## config.mk

```make
export PLATFORM = sky130hd
export DESIGN_NAME = sdram_openpage_seq
export DESIGN_NICKNAME = d
export VERILOG_FILES = /design/src/rtl/sdram_seq_pkg.sv /design/src/rtl/sdram_row_table.sv /design/src/rtl/sdram_refresh_timer.sv /design/src/rtl/sdram_openpage_seq.sv
export SDC_FILE = /design/constraint.sdc
export NUM_CORES = 1
export LEC_CHECK = 0
export ABC_CLOCK_PERIOD_IN_PS = 3250
export BUFFER_PORTS_ARGS = -buffer_cell sky130_fd_sc_hd__clkbuf_2
export CELL_PAD_IN_SITES_DETAIL_PLACEMENT = 0
export CELL_PAD_IN_SITES_GLOBAL_PLACEMENT = 1
export CORE_MARGIN = 2
export CORE_UTILIZATION = 25
export DETAILED_ROUTE_END_ITERATION = 6
export PLACE_DENSITY_LB_ADDON = 0.25
export SYNTH_ARGS = -nofsm -noshare
export SYNTH_HDL_FRONTEND = slang
export SYNTH_SLANG_ARGS = --single-unit
```

## constraint.sdc

```tcl
create_clock -name clk -period 3.25 [get_ports clk]
set_clock_uncertainty 0.1 [all_clocks]
set_input_delay 0.65 -clock clk [delete_from_list [all_inputs] [get_ports clk]]
set_output_delay 0.65 -clock clk [all_outputs]
set_load 0.05 [all_outputs]
```

## src/rtl/sdram_seq_pkg.sv

```systemverilog
package sdram_seq_pkg;

  // {cs_n, ras_n, cas_n, we_n}
  typedef enum logic [3:0] {
    CMD_MRS = 4'b0000,
    CMD_REF = 4'b0001,
    CMD_PRE = 4'b0010,
    CMD_ACT = 4'b0011,
    CMD_WR  = 4'b0100,
    CMD_RD  = 4'b0101,
    CMD_NOP = 4'b0111
  } sd_cmd_e;

  typedef enum logic [3:0] {
    S_WAIT,
    S_IPALL,
    S_IREF1,
    S_IREF2,
    S_IMRS,
    S_IDLE,
    S_PRE,
    S_ACT,
    S_COL,
    S_RPALL,
    S_RREF
  } seq_state_e;

endpackage

```

## src/rtl/sdram_row_table.sv

```systemverilog
module sdram_row_table #(
  parameter int BANK_W = 2,
  parameter int ROW_W  = 12
) (
  input  logic              clk,
  input  logic              rst_n,
  input  logic [BANK_W-1:0] look_bank,
  input  logic [ROW_W-1:0]  look_row,
  output logic              look_open,
  output logic              look_hit,
  output logic              any_open,
  input  logic              open_en,
  input  logic [BANK_W-1:0] open_bank,
  input  logic [ROW_W-1:0]  open_row,
  input  logic              close_en,
  input  logic [BANK_W-1:0] close_bank,
  input  logic              close_all
);

  localparam int BANKS = 1 << BANK_W;

  logic [BANKS-1:0] valid;
  logic [ROW_W-1:0] rows [BANKS];

  for (genvar b = 0; b < BANKS; b++) begin : g_bank
    logic             v_q;
    logic [ROW_W-1:0] r_q;
    logic             clr_hit;
    logic             set_hit;

    assign clr_hit = close_all || (close_en && (close_bank == BANK_W'(b)));
    assign set_hit = open_en && (open_bank == BANK_W'(b));

    always_ff @(posedge clk or negedge rst_n) begin
      if (!rst_n) begin
        v_q <= 1'b0;
        r_q <= '0;
      end else if (clr_hit) begin
        v_q <= 1'b0;
      end else if (set_hit) begin
        v_q <= 1'b1;
        r_q <= open_row;
      end
    end

    assign valid[b] = v_q;
    assign rows[b]  = r_q;
  end

  assign look_open = valid[look_bank];
  assign look_hit  = look_open && (rows[look_bank] == look_row);
  assign any_open  = |valid;

  // the sequencer never opens a row while closing all banks
  p_no_open_on_clear_r7: assert property (@(posedge clk) disable iff (!rst_n)
    close_all |-> !open_en);

  // after an open the addressed bank reads back as open
  p_open_sticks_r5: assert property (@(posedge clk) disable iff (!rst_n)
    (open_en && !close_all && !close_en && look_bank == open_bank) |=> look_open);

endmodule

```

## src/rtl/sdram_refresh_timer.sv

```systemverilog
module sdram_refresh_timer #(
  parameter int INTERVAL = 780
) (
  input  logic clk,
  input  logic rst_n,
  input  logic ack,
  output logic due
);

  localparam int CW = $clog2(INTERVAL + 1);

  logic [CW-1:0] cnt;
  logic          wrap;

  assign wrap = (cnt == CW'(INTERVAL - 1));

  always_ff @(posedge clk or negedge rst_n) begin
    if (!rst_n) begin
      cnt <= '0;
      due <= 1'b0;
    end else if (wrap) begin
      cnt <= '0;
      due <= 1'b1;
    end else begin
      cnt <= cnt + 1'b1;
      if (ack) due <= 1'b0;
    end
  end

  // a pending refresh stays pending until it is served
  p_due_sticky_r7: assert property (@(posedge clk) disable iff (!rst_n)
    (due && !ack) |=> due);

endmodule

```

## src/rtl/sdram_openpage_seq.sv

```systemverilog
module sdram_openpage_seq
  import sdram_seq_pkg::*;
#(
  parameter int BANK_W       = 2,
  parameter int ROW_W        = 12,
  parameter int COL_W        = 9,
  parameter int DATA_W       = 16,
  parameter int T_RP         = 2,
  parameter int T_RCD        = 2,
  parameter int T_CAS        = 2,
  parameter int T_WR         = 2,
  parameter int T_RFC        = 6,
  parameter int T_MRD        = 2,
  parameter int T_INIT       = 10000,
  parameter int REF_INTERVAL = 780
) (
  input  logic              clk,
  input  logic              rst_n,
  input  logic              req_valid,
  output logic              req_ready,
  input  logic              req_write,
  input  logic [BANK_W-1:0] req_bank,
  input  logic [ROW_W-1:0]  req_row,
  input  logic [COL_W-1:0]  req_col,
  input  logic [DATA_W-1:0] req_wdata,
  output logic              wr_done,
  output logic              rd_valid,
  output logic [DATA_W-1:0] rd_data,
  output logic              sd_cs_n,
  output logic              sd_ras_n,
  output logic              sd_cas_n,
  output logic              sd_we_n,
  output logic [BANK_W-1:0] sd_ba,
  output logic [ROW_W-1:0]  sd_addr,
  output logic [DATA_W-1:0] sd_dq_out,
  output logic              sd_dq_oe,
  input  logic [DATA_W-1:0] sd_dq_in
);

  localparam int CNT_W = $clog2(T_INIT + T_RFC + T_RP + T_RCD + T_WR + T_MRD + 2);
  localparam logic [ROW_W-1:0] MODE_WORD = ROW_W'(T_CAS << 4);
  localparam logic [ROW_W-1:0] ALL_BANKS = ROW_W'(1 << 10);

  seq_state_e state, state_n, ret, ret_n;
  logic [CNT_W-1:0] cnt, cnt_n;

  logic              lat_wr;
  logic [BANK_W-1:0] lat_bank;
  logic [ROW_W-1:0]  lat_row;
  logic [COL_W-1:0]  lat_col;
  logic [DATA_W-1:0] lat_wdata;

  sd_cmd_e cmd;
  logic    accept;
  logic    ref_due, ref_ack;
  logic    rd_busy;
  logic    issue_rd;
  logic [T_CAS-1:0] rd_pipe, rd_pipe_n;

  logic              look_open, look_hit, any_open;
  logic [BANK_W-1:0] look_bank;
  logic [ROW_W-1:0]  look_row;
  logic              open_en, close_en, close_all;

  assign look_bank = (state == S_IDLE) ? req_bank : lat_bank;
  assign look_row  = (state == S_IDLE) ? req_row  : lat_row;

  sdram_row_table #(.BANK_W(BANK_W), .ROW_W(ROW_W)) u_table (
    .clk        (clk),
    .rst_n      (rst_n),
    .look_bank  (look_bank),
    .look_row   (look_row),
    .look_open  (look_open),
    .look_hit   (look_hit),
    .any_open   (any_open),
    .open_en    (open_en),
    .open_bank  (lat_bank),
    .open_row   (lat_row),
    .close_en   (close_en),
    .close_bank (lat_bank),
    .close_all  (close_all)
  );

  sdram_refresh_timer #(.INTERVAL(REF_INTERVAL)) u_refresh (
    .clk   (clk),
    .rst_n (rst_n),
    .ack   (ref_ack),
    .due   (ref_due)
  );

  assign rd_busy   = |rd_pipe;
  assign req_ready = (state == S_IDLE) && !rd_busy && !ref_due;

  // next-state and command decode
  always_comb begin
    state_n   = state;
    ret_n     = ret;
    cnt_n     = cnt;
    cmd       = CMD_NOP;
    sd_ba     = '0;
    sd_addr   = '0;
    open_en   = 1'b0;
    close_en  = 1'b0;
    close_all = 1'b0;
    ref_ack   = 1'b0;
    accept    = 1'b0;
    unique case (state)
      S_WAIT: begin
        if (cnt <= CNT_W'(1)) state_n = ret;
        else                  cnt_n   = cnt - 1'b1;
      end
      S_IPALL: begin
        cmd = CMD_PRE; sd_addr = ALL_BANKS; close_all = 1'b1;
        state_n = S_WAIT; cnt_n = CNT_W'(T_RP - 1); ret_n = S_IREF1;
      end
      S_IREF1: begin
        cmd = CMD_REF;
        state_n = S_WAIT; cnt_n = CNT_W'(T_RFC - 1); ret_n = S_IREF2;
      end
      S_IREF2: begin
        cmd = CMD_REF;
        state_n = S_WAIT; cnt_n = CNT_W'(T_RFC - 1); ret_n = S_IMRS;
      end
      S_IMRS: begin
        cmd = CMD_MRS; sd_addr = MODE_WORD;
        state_n = S_WAIT; cnt_n = CNT_W'(T_MRD - 1); ret_n = S_IDLE;
      end
      S_IDLE: begin
        if (!rd_busy) begin
          if (ref_due) begin
            state_n = any_open ? S_RPALL : S_RREF;
          end else if (req_valid) begin
            accept = 1'b1;
            if (look_hit)       state_n = S_COL;
            else if (look_open) state_n = S_PRE;
            else                state_n = S_ACT;
          end
        end
      end
      S_PRE: begin
        cmd = CMD_PRE; sd_ba = lat_bank; close_en = 1'b1;
        state_n = S_WAIT; cnt_n = CNT_W'(T_RP - 1); ret_n = S_ACT;
      end
      S_ACT: begin
        cmd = CMD_ACT; sd_ba = lat_bank; sd_addr = lat_row; open_en = 1'b1;
        state_n = S_WAIT; cnt_n = CNT_W'(T_RCD - 1); ret_n = S_COL;
      end
      S_COL: begin
        cmd = lat_wr ? CMD_WR : CMD_RD;
        sd_ba = lat_bank; sd_addr = ROW_W'(lat_col);
        if (lat_wr) begin
          state_n = S_WAIT; cnt_n = CNT_W'(T_WR - 1); ret_n = S_IDLE;
        end else begin
          state_n = S_IDLE;
        end
      end
      S_RPALL: begin
        cmd = CMD_PRE; sd_addr = ALL_BANKS; close_all = 1'b1;
        state_n = S_WAIT; cnt_n = CNT_W'(T_RP - 1); ret_n = S_RREF;
      end
      S_RREF: begin
        cmd = CMD_REF; ref_ack = 1'b1; close_all = 1'b1;
        state_n = S_WAIT; cnt_n = CNT_W'(T_RFC - 1); ret_n = S_IDLE;
      end
      default: state_n = S_IDLE;
    endcase
  end

  assign {sd_cs_n, sd_ras_n, sd_cas_n, sd_we_n} = cmd;
  assign sd_dq_out = lat_wdata;
  assign sd_dq_oe  = (cmd == CMD_WR);
  assign issue_rd  = (state == S_COL) && !lat_wr;

  if (T_CAS == 1) begin : g_lat1
    assign rd_pipe_n = issue_rd;
  end else begin : g_latn
    assign rd_pipe_n = {rd_pipe[T_CAS-2:0], issue_rd};
  end

  always_ff @(posedge clk or negedge rst_n) begin
    if (!rst_n) begin
      state    <= S_WAIT;
      ret      <= S_IPALL;
      cnt      <= CNT_W'(T_INIT);
      rd_pipe  <= '0;
      rd_valid <= 1'b0;
      wr_done  <= 1'b0;
    end else begin
      state    <= state_n;
      ret      <= ret_n;
      cnt      <= cnt_n;
      rd_pipe  <= rd_pipe_n;
      rd_valid <= rd_pipe[T_CAS-1];
      wr_done  <= (state == S_COL) && lat_wr;
    end
  end

  always_ff @(posedge clk) begin
    if (accept) begin
      lat_wr    <= req_write;
      lat_bank  <= req_bank;
      lat_row   <= req_row;
      lat_col   <= req_col;
      lat_wdata <= req_wdata;
    end
    if (rd_pipe[T_CAS-1]) rd_data <= sd_dq_in;
  end

  p_one_accept_r10: assert property (@(posedge clk) disable iff (!rst_n)
    (req_valid && req_ready) |=> !req_ready);

  p_col_hit_r3: assert property (@(posedge clk) disable iff (!rst_n)
    (cmd == CMD_RD || cmd == CMD_WR) |-> look_hit);

  p_act_closed_r5: assert property (@(posedge clk) disable iff (!rst_n)
    (cmd == CMD_ACT) |-> !look_open);

  p_pre_conflict_r6: assert property (@(posedge clk) disable iff (!rst_n)
    (cmd == CMD_PRE && !sd_addr[10]) |-> (look_open && !look_hit));

  p_ref_closed_r7: assert property (@(posedge clk) disable iff (!rst_n)
    (cmd == CMD_REF) |-> !any_open);

  p_wrdone_r9: assert property (@(posedge clk) disable iff (!rst_n)
    wr_done |-> $past(cmd == CMD_WR));

  p_rdvalid_r8: assert property (@(posedge clk) disable iff (!rst_n)
    rd_valid |-> $past(rd_busy));

endmodule

```

# Word level (Yosys, flattened, before mapping)
# Index checks and enable logic that the tools add are counted.
totals:
  wordCells: 143
  inputBits: 59
  ff_bits: 145
classes:
  n_lt_le_gt_ge: 3
  n_mux: 44
  bitwise_logic: 5
  n_addsub: 2
  reduce_logical: 46
  eq_ne: 21
ops:
  columns: ["op", "count"]
  rows:
  - ["$pmux 14 s4", 1]
  - ["$pmux 12 s4", 1]
  - ["$mux 12", 3]
  - ["$pmux 4 s8", 1]
  - ["$mux 14", 2]
  - ["$bmux 12 s2", 1]
  - ["$mux 4", 6]
  - ["$mux 1", 21]
  - ["$eq 4x3->1 const B", 5]
  - ["$pmux 4 s4", 1]
  - ["$pmux 3 s5", 1]
  - ["$le 14x1->1 const B", 1]
  - ["$sub 14x1->14 const B", 1]
  - ["$logic_and 1x1->1", 13]
  - ["$eq 12x12->1", 1]
  - ["$eq 4x4->1 const B", 3]
  - ["$reduce_or 3->1", 4]
  - ["$add 10x1->10 const B", 1]
  - ["$eq 10x10->1 const B", 1]
  - ["$mux 10", 1]
  - ["$reduce_and 2->1", 5]
  - ["$reduce_bool 2->1", 5]
  - ["$eq 4x2->1 const B", 2]
  - ["$ne 2x2->1 const B", 4]
  - ["22 further kinds", 36]

# Logic depth before layout (Yosys ltp)
depth:
  word_depth: 13
  ltp_mapped: 11
  ltp_nobuf: 9

# Modules after synthesis
# A second synthesis with hierarchy kept.
unflattened:
  cells_unflattened: 503
  hier_area_um2: 6665.1
modules_own_cells:
  columns: ["mod", "n_inst", "seq_area_each_um2", "cells_each", "area_each_um2"]
  rows:
  - ["sdram_openpage_seq", 1, 2339.7, 295, 3669.8]
  - ["sdram_row_table", 1, 1301.2, 163, 2492.4]
  - ["sdram_refresh_timer", 1, 275.3, 45, 503.0]

# Worst setup path after synthesis
# No wires, ideal clock.
synth_path:
  path_type: "register to register"
  startpoint: "reg state[1]"
  endpoint: "reg lat_bank[0] (enable)"
  setup_slack_ns: -0.978
  path_stages_with_launch: 6
  t_required_ns: 2.749
  arrival_ns: 3.727
  setup_ns: 0.401
  cell_sequence: "dfrtp_1 -> buf_2 -> nand4bb_1 -> clkbuf_1 -> nor4_1 -> and2_1"
synth_between:
  elab_chain_cells: 2
synth_rtl:
  columns: ["item", "line_no", "source"]
  rows:
  - ["start: declaration", "sdram_openpage_seq.sv:44", "seq_state_e state, state_n, ret, ret_n;"]
  - ["start signal: assignment", "sdram_openpage_seq.sv:189", "state <= state_n;"]
  - ["$eq 4x3->1", "sdram_openpage_seq.sv:107", "unique case (state)"]
  - ["$mux 1", "sdram_openpage_seq.sv:107", null]
  - ["named net accept", "sdram_openpage_seq.sv:54", "logic accept;"]
  - ["end signal: assignment", "sdram_openpage_seq.sv:201", "lat_bank <= req_bank;"]
  - ["end: declaration", "sdram_openpage_seq.sv:48", "logic [BANK_W-1:0] lat_bank;"]
# The timed path passes the listed nets, and every way through them passes these cells.
# A chain may end at the register's enable or synchronous reset.

# Final worst setup path
layout_path:
  startpoint: "reg state[2]"
  endpoint: "out sd_cas_n"
layout_between:
  elab_chain_cells: 3
  elab_cells_between_ends: 12
  cone_classes: "eq/ne: 9; mux: 1; reduce/logical: 2"
layout_rtl:
  columns: ["item", "line_no", "source"]
  rows:
  - ["$eq 4x4->1 (tied with other cells)", "sdram_openpage_seq.sv:107", null]
  - ["$reduce_or 3->1 (no source line)", null, null]
  - ["$pmux 3 s5 (*)", "sdram_openpage_seq.sv:107", null]
  - ["end: declaration", "sdram_openpage_seq.sv:31", "output logic sd_cas_n,"]
# Mark *: on every way between the ends. The rest lies on a longest branch, timed or not.

==> impl_metrics.toml <==
[outcome]
status = "finished, final reports clean"

[timing]
drv_slew = 0
rsz0062_at_grt = "yes"
whs_ps = 183
fin_crit_sh_pct = 95.4
fmax_mhz = 323
finalSetupViolations = 0
min_period_ps = 3100
relSlewSlack_pct = 44.2
worst_slew_pin_slew_ps = 837
hold_violations = 0
setup_slack_ps = 150

[die]
chipHeight_um = 168
start_util_pct = 25.2
die_area_mm2 = 0.0283
rows = 60
num_io_pins = 113
core_mm2 = 0.0267
chipWidth_um = 168

[finish]
fin_cells = 1024
n_fill_cell = 2705
most-common-layout-cells = "clkbuf_2, dfrtp_1, edfxtp_1"
mostFrequentLayoutCell = "clkbuf_2"
antenna_cells = 0
multi_input_area_mm2 = 0.00266
drive_gt1_share_pct = 35.0
fin_nets = 732
regArea_mm2 = 0.00392
syn_to_final_growth_pct = 27.7

[synth]
ys.flop_type = "dfrtp_1"
synth_cell_types = 59
netlist_area_mm2 = 0.00674
yosys.area.top_type_share_pct = 30.8
syn_area_per_cell_um2 = 12.4
synthCells = 545
netlist_top_cells_area = "dfrtp_1, edfxtp_1, mux2_2"
async_reset_ff_share_pct = 61.4
yosysSeqAreaShare_pct = 58.1
post-synth-top-area-cell = "dfrtp_1"
yosys_warnings = 0
ys_ff_latch = 145
syn-num-nets = 607
synth_edf_count = 56

[clock_tree]
cts_tree = "built"
clk_pin_slew_worst_paths_ps = 60
cts-root-buf = "clkbuf_16"
cts_hold_buf = 0
clk_latency_ps = 420
cts_made_buffers = 17
cts_buffer_depth = 2
cts_setup_buffers = 0
clock-sinks = 145
htreeDepth = 4

[global_routing]
overflow = 0
grt_pass1_vias = 5183
grt_usage_pct = 12.6
grt_max_degree = 50
grt_pass1_wl_mm = 27.8
antenna_found_initial = 0

[placement]
dp_hpwl_mm = 12.2
numPortBuffers = 111
post-place-cells = 992
pre_cts_ws_ps = 307
gp_congestion = 0.790

[power]
max-vdd-ir-drop_uv = 333
p_leak_uw = 0.00369
p_per_area_mw_per_mm2 = 878

[critical_path]
start_kind = "register"
reg2reg_setup_slack_ps = 330
required_ps = 2500
path_max_fanout = 17
worstPathArrival_ps = 2350
r2r_start = "state[1]$_DFFE_PN0P_"
reg2reg_to = "state[1]$_DFFE_PN0P_"
reg2reg_depth = 9
cp-end-kind = "output port"
criticalPathCategory = "register to output port"

[route]
routedWlPerCell_um = 16.8
drt_iter0_drc = 239
routed_wl_mm = 17.2
avgViaCountPerCell = 4.64
first_pass_iters = 4
antenna_left = 0
drcViolationCount = 0
vias = 4752

[job]
cap_violations = 0

[min_path]
hold_class = "primary input to asynchronous set/reset pin"
worst max path at each step:
stage	startpoint	endpoint	slack (ps)
2_1_floorplan	state[1]$_DFFE_PN0P_	lat_bank[0]$_DFFE_PP_	50
3_3_place_gp	state[1]$_DFFE_PN0P_	state[1]$_DFFE_PN0P_	390
3_5_place_dp	state[1]$_DFFE_PN0P_	state[1]$_DFFE_PN0P_	310
4_1_cts	state[2]$_DFFE_PN0P_	sd_addr[5]	70
5_1_grt	state[2]$_DFFE_PN0P_	sd_cas_n	-10
6_report	state[2]$_DFFE_PN0P_	sd_cas_n	150
worst max-delay path, stage by stage, from the launching register on:
cell and delay [ps]:
dfrtp_1 370, buf_4 240, clkinvlp_4 230, nand2_2 230, inv_1 110, nor2_1 120
nor2_1 50, a31oi_1 250, clkbuf_2 330
layer usage:
metal,GRT usage [%],part of all wire [%],vias up
met3,3.71,4.6,17
met5,0,0,-
met1,15.1,44,2373
met4,4.72,2.4,0
met2,21.6,49,124
li1,-,-,2238
cells in the mapped netlist, types with 9 or more instances:
master	count
nor2_1	41
xor2_1	17
xnor2_1	15
nand2_1	39
a21oi_1	23
dfrtp_1	83
o21ai_0	16
inv_1	9
mux2i_1	35
clkbuf_1	15
edfxtp_1	56
nor3_1	14
mux2_2	54
and2_1	9
nor2b_1	9
timing repair:
action                                  CTS  global route
endpoints found under the setup margin    2             3
pin swaps                                 0             0
resized for setup                         1             2
stage by stage:
step                power [uW]  util (%)  TNS, ps  instance area, um2
floorplan                 4680         -        0                6740
global placement          5440      29.8        0                7960
detailed placement        5470      29.8        0                7960
CTS                       7650      32.2        0                8600
global route              8030      32.2    -10.5                8600
finish                    7560      32.2        0                8600
flip-flops by register name (all words and copies together), names as in the netlist:
register,cells
lat_col,9
wr_done,1
ret,4
u_table.g_bank.v_q,4
lat_row,12
rd_pipe,2
rd_valid,1
lat_bank,2
rd_data,16
state,4
sd_dq_out,16
u_refresh.due,1
u_refresh.cnt,10
cnt,14
lat_wr,1
u_table.g_bank.r_q,48
final cells by class:
class / count / share of cell area, %
well taps: 341 / 4.96
clock buffers: 21 / 5.35
inverters: 9 / 0.436
repair buffers: 134 / 10.7
clock inverters: 11 / 2.07
multi-input cells: 363 / 31.0
flip-flops and latches: 145 / 45.5
power breakdown:
part / switching (uW) / internal [uW] / leakage, uW
clock: 791 / 1340 / 0.000313
sequential: 346 / 2410 / 0.00165
combinational: 1520 / 1150 / 0.00172
logic make-up after synthesis:
family          count (synthesis)  synth area share, %
simple gates                  148                 10.9
fa+ha+maj                       3                0.557
flops                         145                 58.1
xor+xnor                       32                 4.16
other cells                     1               0.0557
buf+inv                        37                 2.58
mux                            90                 14.6
compound gates                 89                 9.01
No activity file was read; power rests on OpenSTA's default activity.
